## src/rtl/pcm_tsi_pkg.sv

```systemverilog
package pcm_tsi_pkg;
  localparam int SLOT_W = 8;
  localparam int OFS_W  = 3;
  localparam int BIT_W  = 3;
  localparam int SMP_W  = 1 << BIT_W;
  localparam int POS_W  = SLOT_W + BIT_W;
  localparam int CNT_W  = POS_W + 1;

  typedef logic [SLOT_W-1:0] slot_t;

  typedef struct packed {
    logic             en;
    logic [OFS_W-1:0] ofs;
    slot_t            tx_slot;
    slot_t            rx_slot;
  } chan_cfg_t;

  // last clock index of a frame: (slots * 8 << dbl) - 1
  function automatic logic [CNT_W-1:0] frame_last(input slot_t slots_m1, input logic dbl);
    logic [CNT_W:0] nbits;
    nbits = {{(CNT_W-SLOT_W-BIT_W+1){1'b0}}, slots_m1, {BIT_W{1'b0}}} + (CNT_W+1)'(SMP_W);
    if (dbl) nbits = nbits << 1;
    return CNT_W'(nbits - (CNT_W+1)'(1));
  endfunction

  // data-bit position from the clock counter
  function automatic logic [POS_W-1:0] pos_of(input logic [CNT_W-1:0] cnt, input logic dbl);
    return dbl ? cnt[CNT_W-1:1] : cnt[POS_W-1:0];
  endfunction

  // capture edge: every edge in single mode, second edge of a bit in double mode
  function automatic logic last_phase(input logic [CNT_W-1:0] cnt, input logic dbl);
    return !dbl || cnt[0];
  endfunction

  function automatic logic slot_hit(input logic [POS_W-1:0] pos, input logic [OFS_W-1:0] ofs,
                                    input slot_t slot);
    logic [POS_W-1:0] rel;
    rel = pos - POS_W'(ofs);
    return (pos >= POS_W'(ofs)) && (rel[POS_W-1:BIT_W] == slot);
  endfunction

  function automatic logic [BIT_W-1:0] bit_of(input logic [POS_W-1:0] pos, input logic [OFS_W-1:0] ofs);
    logic [POS_W-1:0] rel;
    rel = pos - POS_W'(ofs);
    return rel[BIT_W-1:0];
  endfunction
endpackage

```

## src/rtl/pcm_tsi_cfg.sv

```systemverilog
module pcm_tsi_cfg
  import pcm_tsi_pkg::*;
#(
  parameter int    NCH          = 4,
  parameter int    CH_W         = 2,
  parameter slot_t DEF_SLOTS_M1 = 8'd31
) (
  input  logic                   clk,
  input  logic                   rst_n,
  input  logic                   we,
  input  logic [CH_W+1:0]        addr,
  input  logic [SLOT_W-1:0]      wdata,
  input  logic                   load,
  output chan_cfg_t [NCH-1:0]    act_cfg,
  output slot_t                  act_slots_m1,
  output logic                   act_dbl
);
  localparam logic [1:0] F_TX = 2'd0, F_RX = 2'd1, F_CTL = 2'd2, F_GLB = 2'd3;

  logic [1:0]          fld;
  logic [CH_W-1:0]     sel;
  chan_cfg_t [NCH-1:0] shd_cfg;
  slot_t               shd_slots_m1;
  logic                shd_dbl;

  assign fld = addr[CH_W+1:CH_W];
  assign sel = addr[CH_W-1:0];

  always_ff @(posedge clk) begin
    if (!rst_n) begin
      shd_cfg      <= '0;
      act_cfg      <= '0;
      shd_slots_m1 <= DEF_SLOTS_M1;
      act_slots_m1 <= DEF_SLOTS_M1;
      shd_dbl      <= 1'b0;
      act_dbl      <= 1'b0;
    end else begin
      if (we) begin
        if (fld == F_GLB) begin
          if (sel == CH_W'(0)) shd_slots_m1 <= wdata;
          if (sel == CH_W'(1)) shd_dbl      <= wdata[0];
        end else begin
          for (int c = 0; c < NCH; c++) begin
            if (sel == CH_W'(c)) begin
              case (fld)
                F_TX:    shd_cfg[c].tx_slot <= wdata;
                F_RX:    shd_cfg[c].rx_slot <= wdata;
                F_CTL: begin
                  shd_cfg[c].en  <= wdata[SLOT_W-1];
                  shd_cfg[c].ofs <= wdata[OFS_W-1:0];
                end
                default: ;
              endcase
            end
          end
        end
      end
      if (load) begin
        act_cfg      <= shd_cfg;
        act_slots_m1 <= shd_slots_m1;
        act_dbl      <= shd_dbl;
      end
    end
  end

  // active settings move only on a frame sync
  assert_cfg_frozen_R8: assert property (@(posedge clk) disable iff (!rst_n)
    !load |=> ($stable(act_cfg) && $stable(act_slots_m1) && $stable(act_dbl)));
endmodule

```

## src/rtl/pcm_tsi_timer.sv

```systemverilog
module pcm_tsi_timer
  import pcm_tsi_pkg::*;
(
  input  logic             clk,
  input  logic             rst_n,
  input  logic             fsync,
  input  slot_t            slots_m1,
  input  logic             dbl,
  output logic [CNT_W-1:0] cnt,
  output logic             synced
);
  logic [CNT_W-1:0] last;
  assign last = frame_last(slots_m1, dbl);

  always_ff @(posedge clk) begin
    if (!rst_n) begin
      cnt    <= '0;
      synced <= 1'b0;
    end else if (fsync) begin
      cnt    <= '0;
      synced <= 1'b1;
    end else if (synced) begin
      cnt <= (cnt == last) ? '0 : cnt + CNT_W'(1);
    end
  end

  assert_fsync_restarts_R2: assert property (@(posedge clk) disable iff (!rst_n)
    fsync |=> (cnt == '0 && synced));
  assert_no_overrun_R2: assert property (@(posedge clk) disable iff (!rst_n)
    synced |-> (cnt <= last));
endmodule

```

## src/rtl/pcm_tsi_chan.sv

```systemverilog
module pcm_tsi_chan
  import pcm_tsi_pkg::*;
(
  input  logic             clk,
  input  logic             rst_n,
  input  chan_cfg_t        cfg,
  input  logic [POS_W-1:0] pos,
  input  logic             last_ph,
  input  logic             live,
  input  logic             frame_load,
  input  logic             rx_bit,
  input  logic             load,
  input  logic [SMP_W-1:0] load_val,
  output logic             tx_req,
  output logic             tx_bit,
  output logic             rx_valid,
  output logic [SMP_W-1:0] rx_val
);
  logic [SMP_W-1:0] hold, frame_val, shreg;
  logic [BIT_W-1:0] idx;
  logic             rx_hit, rx_done;

  assign idx     = bit_of(pos, cfg.ofs);
  assign tx_req  = live && cfg.en && slot_hit(pos, cfg.ofs, cfg.tx_slot);
  assign tx_bit  = frame_val[~idx];
  assign rx_hit  = live && cfg.en && last_ph && slot_hit(pos, cfg.ofs, cfg.rx_slot);
  assign rx_done = rx_hit && (idx == '1);

  always_ff @(posedge clk) begin
    if (!rst_n) begin
      hold      <= '0;
      frame_val <= '0;
      shreg     <= '0;
      rx_val    <= '0;
      rx_valid  <= 1'b0;
    end else begin
      rx_valid <= 1'b0;
      if (load)       hold      <= load_val;
      if (frame_load) frame_val <= hold;
      if (rx_hit)     shreg     <= {shreg[SMP_W-2:0], rx_bit};
      if (rx_done) begin
        rx_val   <= {shreg[SMP_W-2:0], rx_bit};
        rx_valid <= 1'b1;
      end
    end
  end

  assert_rx_strobe_single_R4: assert property (@(posedge clk) disable iff (!rst_n)
    rx_valid |=> !rx_valid);
  assert_frame_byte_held_R9: assert property (@(posedge clk) disable iff (!rst_n)
    !frame_load |=> $stable(frame_val));
endmodule

```

## src/rtl/pcm_tsi_arb.sv

```systemverilog
module pcm_tsi_arb #(
  parameter int NCH = 4
) (
  input  logic           clk,
  input  logic           rst_n,
  input  logic [NCH-1:0] req,
  input  logic [NCH-1:0] bits,
  output logic           oe,
  output logic           dout
);
  logic [NCH-1:0] grant;

  always_comb begin
    grant = '0;
    for (int i = 0; i < NCH; i++) begin
      if (req[i] && (grant == '0)) grant[i] = 1'b1;
    end
  end

  assign oe   = |req;
  assign dout = |(grant & bits);

  assert_one_driver_R7: assert property (@(posedge clk) disable iff (!rst_n)
    $onehot0(grant));
  for (genvar gi = 1; gi < NCH; gi++) begin : g_prio
    assert_low_wins_R7: assert property (@(posedge clk) disable iff (!rst_n)
      grant[gi] |-> !(|req[gi-1:0]));
  end
endmodule

```

## src/rtl/pcm_tsi_quad.sv

```systemverilog
module pcm_tsi_quad
  import pcm_tsi_pkg::*;
#(
  parameter int    NCH          = 4,
  parameter slot_t DEF_SLOTS_M1 = 8'd31,
  localparam int   CH_W         = $clog2(NCH)
) (
  input  logic                 clk,
  input  logic                 rst_n,
  input  logic                 fsync,
  input  logic                 rx_data,
  output logic                 tx_data,
  output logic                 tx_oe,
  input  logic                 cfg_we,
  input  logic [CH_W+1:0]      cfg_addr,
  input  logic [SLOT_W-1:0]    cfg_wdata,
  input  logic [NCH-1:0]       tx_load,
  input  logic [NCH*SMP_W-1:0] tx_sample,
  output logic [NCH-1:0]       rx_valid,
  output logic [NCH*SMP_W-1:0] rx_sample
);
  chan_cfg_t [NCH-1:0] act_cfg;
  slot_t               act_slots_m1;
  logic                act_dbl;
  logic [CNT_W-1:0]    cnt;
  logic                synced;
  logic [POS_W-1:0]    pos;
  logic                lph;
  logic [NCH-1:0]      req, bits;
  logic                arb_dout;

  pcm_tsi_cfg #(.NCH(NCH), .CH_W(CH_W), .DEF_SLOTS_M1(DEF_SLOTS_M1)) u_cfg (
    .clk(clk), .rst_n(rst_n), .we(cfg_we), .addr(cfg_addr), .wdata(cfg_wdata),
    .load(fsync), .act_cfg(act_cfg), .act_slots_m1(act_slots_m1), .act_dbl(act_dbl));

  pcm_tsi_timer u_timer (
    .clk(clk), .rst_n(rst_n), .fsync(fsync), .slots_m1(act_slots_m1),
    .dbl(act_dbl), .cnt(cnt), .synced(synced));

  assign pos = pos_of(cnt, act_dbl);
  assign lph = last_phase(cnt, act_dbl);

  for (genvar gc = 0; gc < NCH; gc++) begin : g_ch
    pcm_tsi_chan u_ch (
      .clk(clk), .rst_n(rst_n), .cfg(act_cfg[gc]), .pos(pos), .last_ph(lph),
      .live(synced), .frame_load(fsync), .rx_bit(rx_data), .load(tx_load[gc]),
      .load_val(tx_sample[gc*SMP_W +: SMP_W]), .tx_req(req[gc]), .tx_bit(bits[gc]),
      .rx_valid(rx_valid[gc]), .rx_val(rx_sample[gc*SMP_W +: SMP_W]));
  end

  pcm_tsi_arb #(.NCH(NCH)) u_arb (
    .clk(clk), .rst_n(rst_n), .req(req), .bits(bits), .oe(tx_oe), .dout(arb_dout));

  assign tx_data = tx_oe ? arb_dout : 1'b0;

  assert_quiet_unsynced_R1: assert property (@(posedge clk) disable iff (!rst_n)
    !synced |-> (!tx_oe && rx_valid == '0));
  assert_data_low_idle_R6: assert property (@(posedge clk) disable iff (!rst_n)
    !tx_oe |-> !tx_data);
endmodule

```

## config.mk

```make
export PLATFORM = sky130hd
export DESIGN_NAME = pcm_tsi_quad
export DESIGN_NICKNAME = d
export VERILOG_FILES = /design/src/rtl/pcm_tsi_pkg.sv /design/src/rtl/pcm_tsi_cfg.sv /design/src/rtl/pcm_tsi_timer.sv /design/src/rtl/pcm_tsi_chan.sv /design/src/rtl/pcm_tsi_arb.sv /design/src/rtl/pcm_tsi_quad.sv
export SDC_FILE = /design/constraint.sdc
export NUM_CORES = 1
export LEC_CHECK = 0
export ABC_AREA = 1
export BUFFER_PORTS_ARGS = -buffer_cell sky130_fd_sc_hd__buf_4
export CORE_ASPECT_RATIO = 1.1
export CORE_MARGIN = 5
export CORE_UTILIZATION = 35
export DETAILED_ROUTE_END_ITERATION = 6
export PLACE_DENSITY = 0.62
export SLEW_MARGIN = 0
export SYNTH_ARGS = -nofsm -noshare
export SYNTH_HDL_FRONTEND = slang
export SYNTH_SLANG_ARGS = --single-unit
export TNS_END_PERCENT = 1
```

## constraint.sdc

```tcl
create_clock -name clk -period 7.85 [get_ports clk]
set_input_delay 0.3925 -clock clk [delete_from_list [all_inputs] [get_ports clk]]
set_output_delay 0.3925 -clock clk [all_outputs]
set_load 0.02 [all_outputs]
```

==> summary.txt <==
STA
  • Fin. Hold Viols: 0
  • Final total negative setup slack: 0 ns
  • Setup Viol. Count Final: 0
  • RSZ-0062 raised after global routing: false
  • Actual slew at the worst max-slew pin: 1.088 ns
  • FMAX: 200.6 MHz
  • Slew HR: 27.46%
  • Final min period: 4.986 ns
  • Max-slew violations: 0
  • Clk_skew: 0.01149 ns
  • Final period util: 63.52%

Route
  • Routed Antenna Nets: 0
  • Overall routed net length: 45.19 mm
  • Iter 0 DRT Violations: 1025
  • Drt pass-1 iters: 6
  • Avg WL per Cell: 15.92 um
  • Vias: 14190
  • Drt drc: 0
  • DR vias/cell: 5.001

Job
  • Max cap viols: 0

Hold path
  • Worst hold start: tx_sample[23]
  • Hold depth: 3
  • WHS Endpoint: g_ch[2].u_ch.hold[7]
  • Hold WC Path Type: in2reg

Clock tree
  • Maximum clock path buffer count: 3
  • Clock-pin slew on the worst setup and hold paths: 0.06 ns
  • CTS sink cnt: 319
  • CTS buffer count: 36
  • Clock Latency Late Sink: 0.53 ns
  • Setup bufs post-CTS: 0
  • H-tree depth: 2
  • CTS tree: yes
  • Clock root cell: clkbuf_16
  • Number of gates resized after CTS: 0
  • CTS Hold Buffers Added: 0

Synth
  • Ys Warns: 0
  • Post-synth EDFFs: 0
  • Mapped Cells: 2193
  • Register area share after synthesis: 42.20%
  • Async S/R FF share, synth: 0%
  • Yosys reg bits: 319
  • Multiplexer share of the synthesized area: 0%
  • Cell Area, Synth: 15130 um2
  • Largest family of logic cells by synthesized area: simple AND/OR/NAND/NOR gates
  • Simple-gate portion of the synthesized area: 32.34%
  • Syn_area_per_cell: 6.900 um2
  • Post-synth cell types: 46
  • Adder-Cell Fraction of Synth Area: 1.687%
  • Xor-xnor portion of the synthesized cell area: 2.472%
  • Commonest register cell after synthesis: dfxtp_1
  • Synth Net Count: 2264
  • Synth Area in Compound Gates: 14.02%

GRT
  • First-pass GRT wire length: 71.36 mm
  • All-Layer GR Usage: 18.29%
  • Vias in the first global route: 13200
  • GRT overflow: 0
  • Largest net degree at the start of global routing: 136
  • Initial antenna violation count: 0

Floorplanning
  • Core Region: 43040 um2
  • DIE AREA: 47500 um2
  • FP Rows: 80
  • Io pins: 91
  • Die H: 228.1 um
  • Die extent in x: 208.3 um
  • Initial Utilization: 35.16%

Worst setup path
  • Reg-to-reg critical path startpoint: u_cfg.act_dbl
  • Critical path peak fanout: 38
  • CP startpoint kind: register
  • Crit Path Class: reg2out
  • Critical Path AT: 4.59 ns
  • Flop2flop setup slack: 3.36 ns
  • Reg2reg end: g_ch[1].u_ch.shreg[3]
  • Crit path launch: u_cfg.act_dbl
  • CP required: 7.46 ns
  • FF-to-FF path depth: 15
  • Nature of the critical path endpoint: primary output

Cells and area
  • Final core utilization: 40.30%
  • Layout fillers: 4566
  • Area delta synth->final: 14.64%
  • Share of cells above drive strength 1: 9.938%
  • Final-stage net count: 2310
  • N_diodes: 0

Pwr
  • Lkg Pwr: 7.772 nW
  • Peak supply drop: 154.1 uV
  • PD cells: 227.3 nW/um2

Placed design
  • Hpwl dp: 32.08 mm
  • RD Place Congestion: 0.9621
  • Count of input and output buffers: 90

Status
  • Status: complete, no violations
-- cells by family (layout without fill, tap and decap cells) --
| group | after synthesis | in the layout |
|---|---|---|
| AOI/OAI and AO/OA | 410 | 410 |
| xor gates and xnor gates | 41 | 41 |
| adders and majority gates | 18 | 18 |
| buffers and inverters | 267 | 338 |
| DFF | 319 | 319 |
| and+or+nand+nor | 1138 | 1138 |
-- layout make-up --
type,instances,area [um2],area share [%]
Inverter,178,670.6,3.866
Sequential cell,319,6386,36.81
Tap cell,574,718.2,4.140
Timing Repair Buffer,97,732.0,4.220
Clock inverter,13,120.1,0.6924
Multi-Input combinational cell,1607,7644,44.06
Clock buffer,50,1076,6.203
-- Yosys cell counts (3+ instances only) --
| master | instances | area [um2] |
|---|---|---|
| buf_4 | 7 | 52.55 |
| o21ai_2 | 7 | 61.31 |
| nor3_1 | 20 | 100.1 |
| and3_1 | 4 | 25.02 |
| clkbuf_1 | 65 | 244.0 |
| nor3_2 | 3 | 30.03 |
| nand2_2 | 14 | 87.58 |
| o21ai_1 | 14 | 70.07 |
| inv_2 | 9 | 33.78 |
| nand2_1 | 388 | 1456 |
| buf_1 | 5 | 18.77 |
| nand3b_1 | 7 | 52.55 |
| nor2_2 | 6 | 37.54 |
| buf_6 | 7 | 78.83 |
| or2_1 | 5 | 31.28 |
| nand2_4 | 6 | 67.56 |
| a21oi_1 | 110 | 550.5 |
| o21ai_0 | 269 | 1346 |
| xnor2_1 | 10 | 87.58 |
| nor2_4 | 10 | 112.6 |
| xor2_1 | 29 | 254.0 |
| dfxtp_1 | 319 | 6386 |
| a211oi_1 | 3 | 22.52 |
| nor2_1 | 470 | 1764 |
| a32o_1 | 3 | 30.03 |
| or2_2 | 4 | 25.02 |
| nand3_1 | 168 | 840.8 |
| buf_2 | 4 | 20.02 |
| fa_1 | 4 | 80.08 |
| inv_1 | 167 | 626.9 |
| nor4_1 | 3 | 18.77 |
| nand4_1 | 22 | 137.6 |
| ha_1 | 14 | 175.2 |
-- through the flow --
stage | power (W) | instance area (um2) | std cells | hold slack, ns | worst slack, ns
floorplan | 0.002123 | 15130 | 2193 | 0.4212 | 3.884
global placement | 0.002276 | 16150 | 2775 | 0.4336 | 3.541
detailed placement | 0.002283 | 16150 | 2775 | 0.4443 | 3.347
CTS | 0.003981 | 17350 | 2838 | 0.06481 | 2.845
global route | 0.004128 | 17350 | 2838 | 0.07975 | 2.422
finish | 0.003943 | 17350 | 2838 | 0.08744 | 2.864
-- sequential cells by signal (all words and copies together) (netlist names) --
| register | cells |
|---|---|
| g_ch.u_ch.hold | 32 |
| u_timer.synced | 1 |
| u_cfg.shd_dbl | 1 |
| g_ch.u_ch.frame_val | 32 |
| g_ch.u_ch.shreg | 28 |
| u_cfg.act_cfg | 80 |
| u_timer.cnt | 12 |
| u_cfg.act_slots_m1 | 8 |
| u_cfg.act_dbl | 1 |
| g_ch.u_ch.rx_valid | 4 |
| g_ch.u_ch.rx_val | 32 |
| u_cfg.shd_cfg | 80 |
| u_cfg.shd_slots_m1 | 8 |
-- worst max-delay path by stage --
stage,to,slack [ns],cells past startpoint
after detailed placement,g_ch[1].u_ch.shreg[0],3.35,15
after floorplan,tx_data,3.88,21
after CTS,tx_data,2.84,19
after global routing,tx_data,2.42,19
after global placement,tx_data,3.54,19
final,tx_data,2.86,19
-- report_power, final --
group / internal, W / switching, W
registers: 0.00168 / 0.0000350
logic: 0.000172 / 0.000368
clock network: 0.000997 / 0.000695
total: 0.00285 / 0.00110
-- layer usage --
| layer | global-route usage (%) | wire length [um] |
|---|---|---|
| met1 | 23.21 | 19910 |
| met2 | 31.68 | 21720 |
| met3 | 2.501 | 1890 |
| met4 | 6.713 | 1668 |
| met5 | 0 | 0 |
-- critical path, cell delays in order (launching register included) --
cell and delay [ns]:
dfxtp_1 0.30, buf_4 0.26, o21ai_0 0.82, inv_1 0.32, ha_1 0.37, nand2_1 0.08, nor2_1 0.06, nor2_1 0.53
nand3_1 0.22, nand2_1 0.17, nand2_1 0.06, nand2_1 0.05, nand3_1 0.07, nor2_1 0.09, nand3_1 0.11, and3_1 0.19
nand2_1 0.07, nand2_1 0.10, inv_1 0.07, buf_4 0.13
-- cells in the final DEF (no fill, tap or decap), drive strengths merged, types with 31 or more instances in the layout --
master	synthesis	layout
inv	176	177
o21ai	291	291
nand2	408	408
nor2	488	488
dfxtp	319	319
nand3	170	170
clkbuf	65	50
a21oi	110	110
xor2	31	31
buf	24	97
Power figures use the tool's default switching activity.
